`config.mk`:
```
export PLATFORM = sky130hd
export DESIGN_NAME = rail_sequencer
export DESIGN_NICKNAME = d
export VERILOG_FILES = /design/src/rtl/rail_seq_pkg.sv /design/src/rtl/rail_seq_ctrl.sv /design/src/rtl/rail_seq_datapath.sv /design/src/rtl/rail_sequencer.sv
export SDC_FILE = /design/constraint.sdc
export NUM_CORES = 1
export LEC_CHECK = 0
export ABC_AREA = 1
export BUFFER_PORTS_ARGS = -buffer_cell sky130_fd_sc_hd__buf_4
export CAP_MARGIN = 15
export CORE_MARGIN = 1.5
export CORE_UTILIZATION = 24
export DETAILED_ROUTE_END_ITERATION = 7
export HOLD_SLACK_MARGIN = 0.15
export SLEW_MARGIN = 25
export SYNTH_ARGS = -nofsm -noshare
export SYNTH_HDL_FRONTEND = slang
export SYNTH_SLANG_ARGS = --single-unit
```
`constraint.sdc`:
```
create_clock -name clk -period 2.6 [get_ports clk]
set_input_delay 0.52 -clock clk [delete_from_list [all_inputs] [get_ports clk]]
set_output_delay 0.52 -clock clk [all_outputs]
set_load 0.01 [all_outputs]
```
`src/rtl/rail_seq_pkg.sv`:
```
package rail_seq_pkg;
  typedef enum logic [1:0] {
    SEQ_IDLE = 2'd0,
    SEQ_RUN  = 2'd1,
    SEQ_HOLD = 2'd2
  } seqState_e;

  // strobes from the control FSM to the timing datapath
  typedef struct packed {
    logic runActive;   // rails may be enabled
    logic clrElapsed;  // restart elapsed-tick count at zero
    logic tickInc;     // one timebase tick passed while running
  } seqStrobe_t;
endpackage

```
`src/rtl/rail_seq_ctrl.sv`:
```
module rail_seq_ctrl
  import rail_seq_pkg::*;
#(
  parameter int NUM_RAILS = 4,
  parameter int PRESCALE  = 4,
  parameter int OFF_TICKS = 25
) (
  input  logic                 clk,
  input  logic                 rstN,
  input  logic                 trigger,
  input  logic [NUM_RAILS-1:0] uvFault,
  input  logic [NUM_RAILS-1:0] ovFault,
  input  logic [NUM_RAILS-1:0] faultMask,
  output seqStrobe_t           strobe,
  output logic                 restartHold
);
  localparam int PRE_W = (PRESCALE > 1) ? $clog2(PRESCALE) : 1;
  localparam int OFF_W = $clog2(OFF_TICKS + 1);
  localparam logic [PRE_W-1:0] PRE_LAST = PRE_W'(PRESCALE - 1);
  localparam logic [OFF_W-1:0] OFF_LAST = OFF_W'(OFF_TICKS - 1);

  seqState_e stateQ, stateD;
  logic [PRE_W-1:0] preCnt;
  logic [OFF_W-1:0] offCnt;
  logic tick;
  logic restartTimer;
  logic tripped;

  assign tick    = (preCnt == PRE_LAST);
  assign tripped = |((uvFault | ovFault) & ~faultMask);

  always_comb begin
    stateD       = stateQ;
    restartTimer = 1'b0;
    unique case (stateQ)
      SEQ_IDLE: begin
        if (trigger) begin
          stateD       = SEQ_RUN;
          restartTimer = 1'b1;
        end
      end
      SEQ_RUN: begin
        if (!trigger) begin
          stateD = SEQ_IDLE;
        end else if (tripped) begin
          stateD       = SEQ_HOLD;
          restartTimer = 1'b1;
        end
      end
      SEQ_HOLD: begin
        if (tick && offCnt == OFF_LAST) begin
          restartTimer = 1'b1;
          stateD       = trigger ? SEQ_RUN : SEQ_IDLE;
        end
      end
      default: stateD = SEQ_IDLE;
    endcase
  end

  always_ff @(posedge clk or negedge rstN) begin
    if (!rstN) begin
      stateQ <= SEQ_IDLE;
      preCnt <= '0;
      offCnt <= '0;
    end else begin
      stateQ <= stateD;
      if (restartTimer || stateQ == SEQ_IDLE || tick) preCnt <= '0;
      else preCnt <= preCnt + 1'b1;
      if (restartTimer) offCnt <= '0;
      else if (stateQ == SEQ_HOLD && tick) offCnt <= offCnt + 1'b1;
    end
  end

  assign strobe.runActive  = (stateQ == SEQ_RUN);
  assign strobe.clrElapsed = restartTimer;
  assign strobe.tickInc    = (stateQ == SEQ_RUN) && tick;
  assign restartHold       = (stateQ == SEQ_HOLD);
endmodule

```
`src/rtl/rail_seq_datapath.sv`:
```
module rail_seq_datapath
  import rail_seq_pkg::*;
#(
  parameter int NUM_RAILS    = 4,
  parameter int CNT_W        = 6,
  parameter int DEF_DLY_STEP = 3,
  parameter int DEF_RAMP     = 5
) (
  input  logic                         clk,
  input  logic                         rstN,
  input  seqStrobe_t                   strobe,
  input  logic                         cfgWrEn,
  input  logic [$clog2(NUM_RAILS)-1:0] cfgSel,
  input  logic                         cfgIsRamp,
  input  logic [CNT_W-1:0]             cfgData,
  input  logic [NUM_RAILS-1:0]         uvFault,
  input  logic [NUM_RAILS-1:0]         ovFault,
  output logic [NUM_RAILS-1:0]         railEn,
  output logic [NUM_RAILS-1:0]         railGood,
  output logic [NUM_RAILS-1:0]         railRstN
);
  localparam int SEL_W  = $clog2(NUM_RAILS);
  localparam int ELAP_W = CNT_W + 1;
  localparam logic [ELAP_W-1:0] ELAP_MAX = '1;

  logic [ELAP_W-1:0] elapsed;

  // shared tick count since the current sequence start, saturating
  always_ff @(posedge clk or negedge rstN) begin
    if (!rstN) elapsed <= '0;
    else if (strobe.clrElapsed) elapsed <= '0;
    else if (strobe.tickInc && elapsed != ELAP_MAX) elapsed <= elapsed + 1'b1;
  end

  for (genvar g = 0; g < NUM_RAILS; g++) begin : g_rail
    logic [CNT_W-1:0]  dlyReg;
    logic [CNT_W-1:0]  rampReg;
    logic [ELAP_W-1:0] onMark;
    logic [ELAP_W-1:0] goodMark;
    logic              hit;

    assign hit = cfgWrEn && (cfgSel == SEL_W'(g));

    always_ff @(posedge clk or negedge rstN) begin
      if (!rstN) begin
        dlyReg  <= CNT_W'(g * DEF_DLY_STEP);
        rampReg <= CNT_W'(DEF_RAMP);
      end else if (hit) begin
        if (cfgIsRamp) rampReg <= cfgData;
        else           dlyReg  <= cfgData;
      end
    end

    assign onMark   = {1'b0, dlyReg};
    assign goodMark = {1'b0, dlyReg} + {1'b0, rampReg};

    assign railEn[g]   = strobe.runActive && (elapsed >= onMark);
    assign railGood[g] = strobe.runActive && (elapsed >= goodMark);
    assign railRstN[g] = railGood[g] && !(uvFault[g] || ovFault[g]);
  end
endmodule

```
`src/rtl/rail_sequencer.sv`:
```
module rail_sequencer
  import rail_seq_pkg::*;
#(
  parameter int NUM_RAILS    = 4,
  parameter int CNT_W        = 6,
  parameter int PRESCALE     = 4,
  parameter int OFF_TICKS    = 25,
  parameter int DEF_DLY_STEP = 3,
  parameter int DEF_RAMP     = 5
) (
  input  logic                         clk,
  input  logic                         rstN,
  input  logic                         trigger,
  input  logic                         cfgWrEn,
  input  logic [$clog2(NUM_RAILS)-1:0] cfgSel,
  input  logic                         cfgIsRamp,
  input  logic [CNT_W-1:0]             cfgData,
  input  logic [NUM_RAILS-1:0]         uvFault,
  input  logic [NUM_RAILS-1:0]         ovFault,
  input  logic [NUM_RAILS-1:0]         faultMask,
  output logic [NUM_RAILS-1:0]         railEn,
  output logic [NUM_RAILS-1:0]         railGood,
  output logic [NUM_RAILS-1:0]         railRstN,
  output logic                         restartHold
);
  seqStrobe_t strobe;

  rail_seq_ctrl #(
    .NUM_RAILS(NUM_RAILS),
    .PRESCALE (PRESCALE),
    .OFF_TICKS(OFF_TICKS)
  ) u_ctrl (
    .clk        (clk),
    .rstN       (rstN),
    .trigger    (trigger),
    .uvFault    (uvFault),
    .ovFault    (ovFault),
    .faultMask  (faultMask),
    .strobe     (strobe),
    .restartHold(restartHold)
  );

  rail_seq_datapath #(
    .NUM_RAILS   (NUM_RAILS),
    .CNT_W       (CNT_W),
    .DEF_DLY_STEP(DEF_DLY_STEP),
    .DEF_RAMP    (DEF_RAMP)
  ) u_dp (
    .clk      (clk),
    .rstN     (rstN),
    .strobe   (strobe),
    .cfgWrEn  (cfgWrEn),
    .cfgSel   (cfgSel),
    .cfgIsRamp(cfgIsRamp),
    .cfgData  (cfgData),
    .uvFault  (uvFault),
    .ovFault  (ovFault),
    .railEn   (railEn),
    .railGood (railGood),
    .railRstN (railRstN)
  );
endmodule

```
==> impl_metrics.tcl <==
set metrics [dict create \
    cts_tree "done" \
    ys.flop_type "dfrtp_1" \
    antenna_cells 0 \
    fp.dieH_um 146 \
    fin_cells 979 \
    p_leak_nw 3.29 \
    synth_edf_count 0 \
    synth_area_leaders "dfrtp_1 25%, ha_1 20%, nand2_1 10%, dfstp_2 7.4%, inv_1 5.2%" \
    cts_buffers 9 \
    grt_pass1_wl_mm 21.1 \
    die_w_um 146 \
    placeableCoreArea_um2 20200 \
    rr_startpoint "u_dp.elapsed[1]" \
    dpl.cell_count 962 \
    fin_crit_sh_pct 121 \
    ios 38 \
    hpwl_mm 9.46 \
    remaining_drc_errors 0 \
    status "finished, violations left" \
    hold_path.class "in2async" \
    avgSynthCellArea_um2 8.04 \
    insertion_delay_ns 0.33 \
    setup.worst_path.class "reg2out" \
    clock-root-buffer "clkbuf_16" \
    cp_max_fo 3 \
    async_reset_ff_share_pct 100 \
    synth_area_leader_cell "dfrtp_1" \
    synth_nets 723 \
    r2r_end "u_dp.elapsed[0]" \
    dpl_cell_area_um2 5910 \
    ctsHoldBuffers 0 \
    drv_slew 0 \
    gp_congestion 0.861 \
    tns_ns -4.03 \
    finalHoldViolations 0 \
    postSynthCellCount 614 \
    top_layer "met4" \
    maxCapViolCount 0 \
    io_buffers 37 \
    ff2ff_setup_slack_ns 0.85 \
    std_cell_rows 52 \
    routedLengthMet1_mm 6.47 \
    setup_viol 8 \
    synth_area_um2 4940 \
    violations "negative setup slack" \
    critPathArrivalTime_ns 2.62 \
    grt_usage_pct 12.6 \
    met3_length_um 533 \
    overflow 0 \
    yosysMostFrequentCell "nand2_1" \
    first_iter_violations 157 \
    synth_top_area_share_pct 25.3 \
    dr.pass1.iters 4 \
    htreeDepth 3 \
    worst_pin_slew_ns 0.857 \
    setup_ws_ns -0.545 \
    rsz0062_at_grt "yes" \
    cp-start-kind "register" \
    vias 4271 \
    synth-seq-cells 64 \
    end_kind "output port" \
    synth_cell_types 33 \
    synth.yosys.warnings 0 \
    vdd_drop_max_v 0.000278 \
    vias_per_cell 4.36 \
    skew_ns 0.00340 \
    yosysSeqAreaShare_pct 32.8 \
    cts_sinks 64 \
    grt_pass1_vias 4176 \
    antenna_left 0 \
    clock_path_buffers 2 \
    cts.clk_slew.worst_paths_ns 0.06 \
    final.fill_count 2087 \
    layout.nets 813 \
    wl_met2_mm 5.79 \
    areaGrowthSynthToFinish_pct 30.3 \
    clock.fmax_mhz 318 \
    fp.dieArea_um2 21400 \
    wl_mm 13.0 \
    netlist_top_cells_count "132 x nand2_1, 80 x ha_1, 68 x inv_1" \
    slew_headroom_pct 42.9 \
    power.density_nw_per_um2 710 \
    fin_crit_ns 3.14 \
    start_util_pct 24.4 \
    wl_per_cell_um 13.2 \
    post-place-ws_ns -0.305 \
    rr_worst_depth 8 \
    antenna_found_initial 0 \
    drive_above_1_share_pct 26.5 \
    final_cell_area_um2 6430 \
    grt_max_degree 65 \
    required_ns 2.08 \
]
==> worst max-delay path, stage by stage, from the launching register on <==
cell     delay, ns
dfrtp_1       0.39
ha_2          0.19
fa_2          0.38
nand3_2       0.09
nand2_2       0.07
a21o_1        0.17
a21oi_2       0.19
ha_4          0.23
a21oi_2       0.11
o21a_1        0.14
nand3_2       0.07
nand2_2       0.08
inv_1         0.06
buf_6         0.11
==> layout by cell type (no fill, tap or decap), types with 10 or more instances in the layout <==
master	count
nor2_1	51
a21oi_2	10
a21oi_1	21
xnor2_1	14
dfrtp_1	45
nand4_1	20
o21ai_1	18
o21ai_0	42
dfstp_2	14
inv_1	66
nand3_1	22
ha_1	69
buf_4	84
nand2_1	127
==> power by group <==
group / internal (mW) / switching, mW / total [mW]
Clock: 0.771 / 0.475 / 1.25
Sequential: 1.20 / 0.139 / 1.33
Combinational: 0.932 / 1.05 / 1.98
Total: 2.90 / 1.67 / 4.56
==> how the worst max path moves through the flow <==
stage,from,end,slack (ns),cells past startpoint
floorplan,u_dp.g_rail[3].dlyReg[0],railRstN[3],0.002,12
global placement,u_dp.g_rail[3].rampReg[0],railRstN[3],-0.30,13
detailed placement,u_dp.g_rail[3].dlyReg[0],railRstN[3],-0.31,14
CTS,u_dp.g_rail[2].dlyReg[0],railRstN[2],-0.57,13
global route,u_dp.g_rail[2].dlyReg[0],railGood[2],-0.71,13
finish,u_dp.g_rail[2].dlyReg[0],railGood[2],-0.54,13
==> flip-flops by register name (all words and copies together), names as in the netlist <==
| name | flops |
|---|---|
| u_ctrl.offCnt | 5 |
| u_dp.g_rail.dlyReg | 24 |
| u_dp.g_rail.rampReg | 24 |
| u_ctrl.stateQ | 2 |
| u_dp.elapsed | 7 |
| u_ctrl.preCnt | 2 |
==> through the flow <==
step	utilization (%)	hold WS, ns	power, mW
2_1_floorplan	-	0.224	2.56
3_3_place_gp	29.2	0.429	3.17
3_5_place_dp	29.2	0.430	3.20
4_1_cts	31.3	0.334	4.57
5_1_grt	31.8	0.368	4.96
6_report	31.8	0.280	4.56
==> logic make-up after synthesis <==
logic type / after synthesis / synth area share (%)
simple gates: 254 / 23.0
compound gates: 109 / 12.1
fa+ha+maj: 84 / 21.9
buf+inv: 82 / 6.54
flops: 64 / 32.8
xor+xnor: 21 / 3.72
==> layout make-up <==
| class | count | area, um2 | area share, % |
|---|---|---|---|
| Clock buffer | 10 | 239 | 3.71 |
| Clock inverter | 6 | 67.6 | 1.05 |
| Inverter | 73 | 277 | 4.30 |
| Tap cell | 270 | 338 | 5.25 |
| Sequential cell | 64 | 1630 | 25.3 |
| Multi-Input combinational cell | 468 | 3200 | 49.8 |
| Timing Repair Buffer | 88 | 684 | 10.6 |
==> what timing repair did <==
item | CTS | global route
buffers inserted | 0 | 1
gates resized for setup | 30 | 18
endpoints found under the setup margin | 11 | 12
pin swaps | 13 | 6
==> routing by layer <==
layer	vias up	track usage, %
li1	2233	-
met1	1956	16.8
met2	71	20.6
met3	11	2.78
met4	0	2.98
met5	-	0
Power figures use the tool's default switching activity.
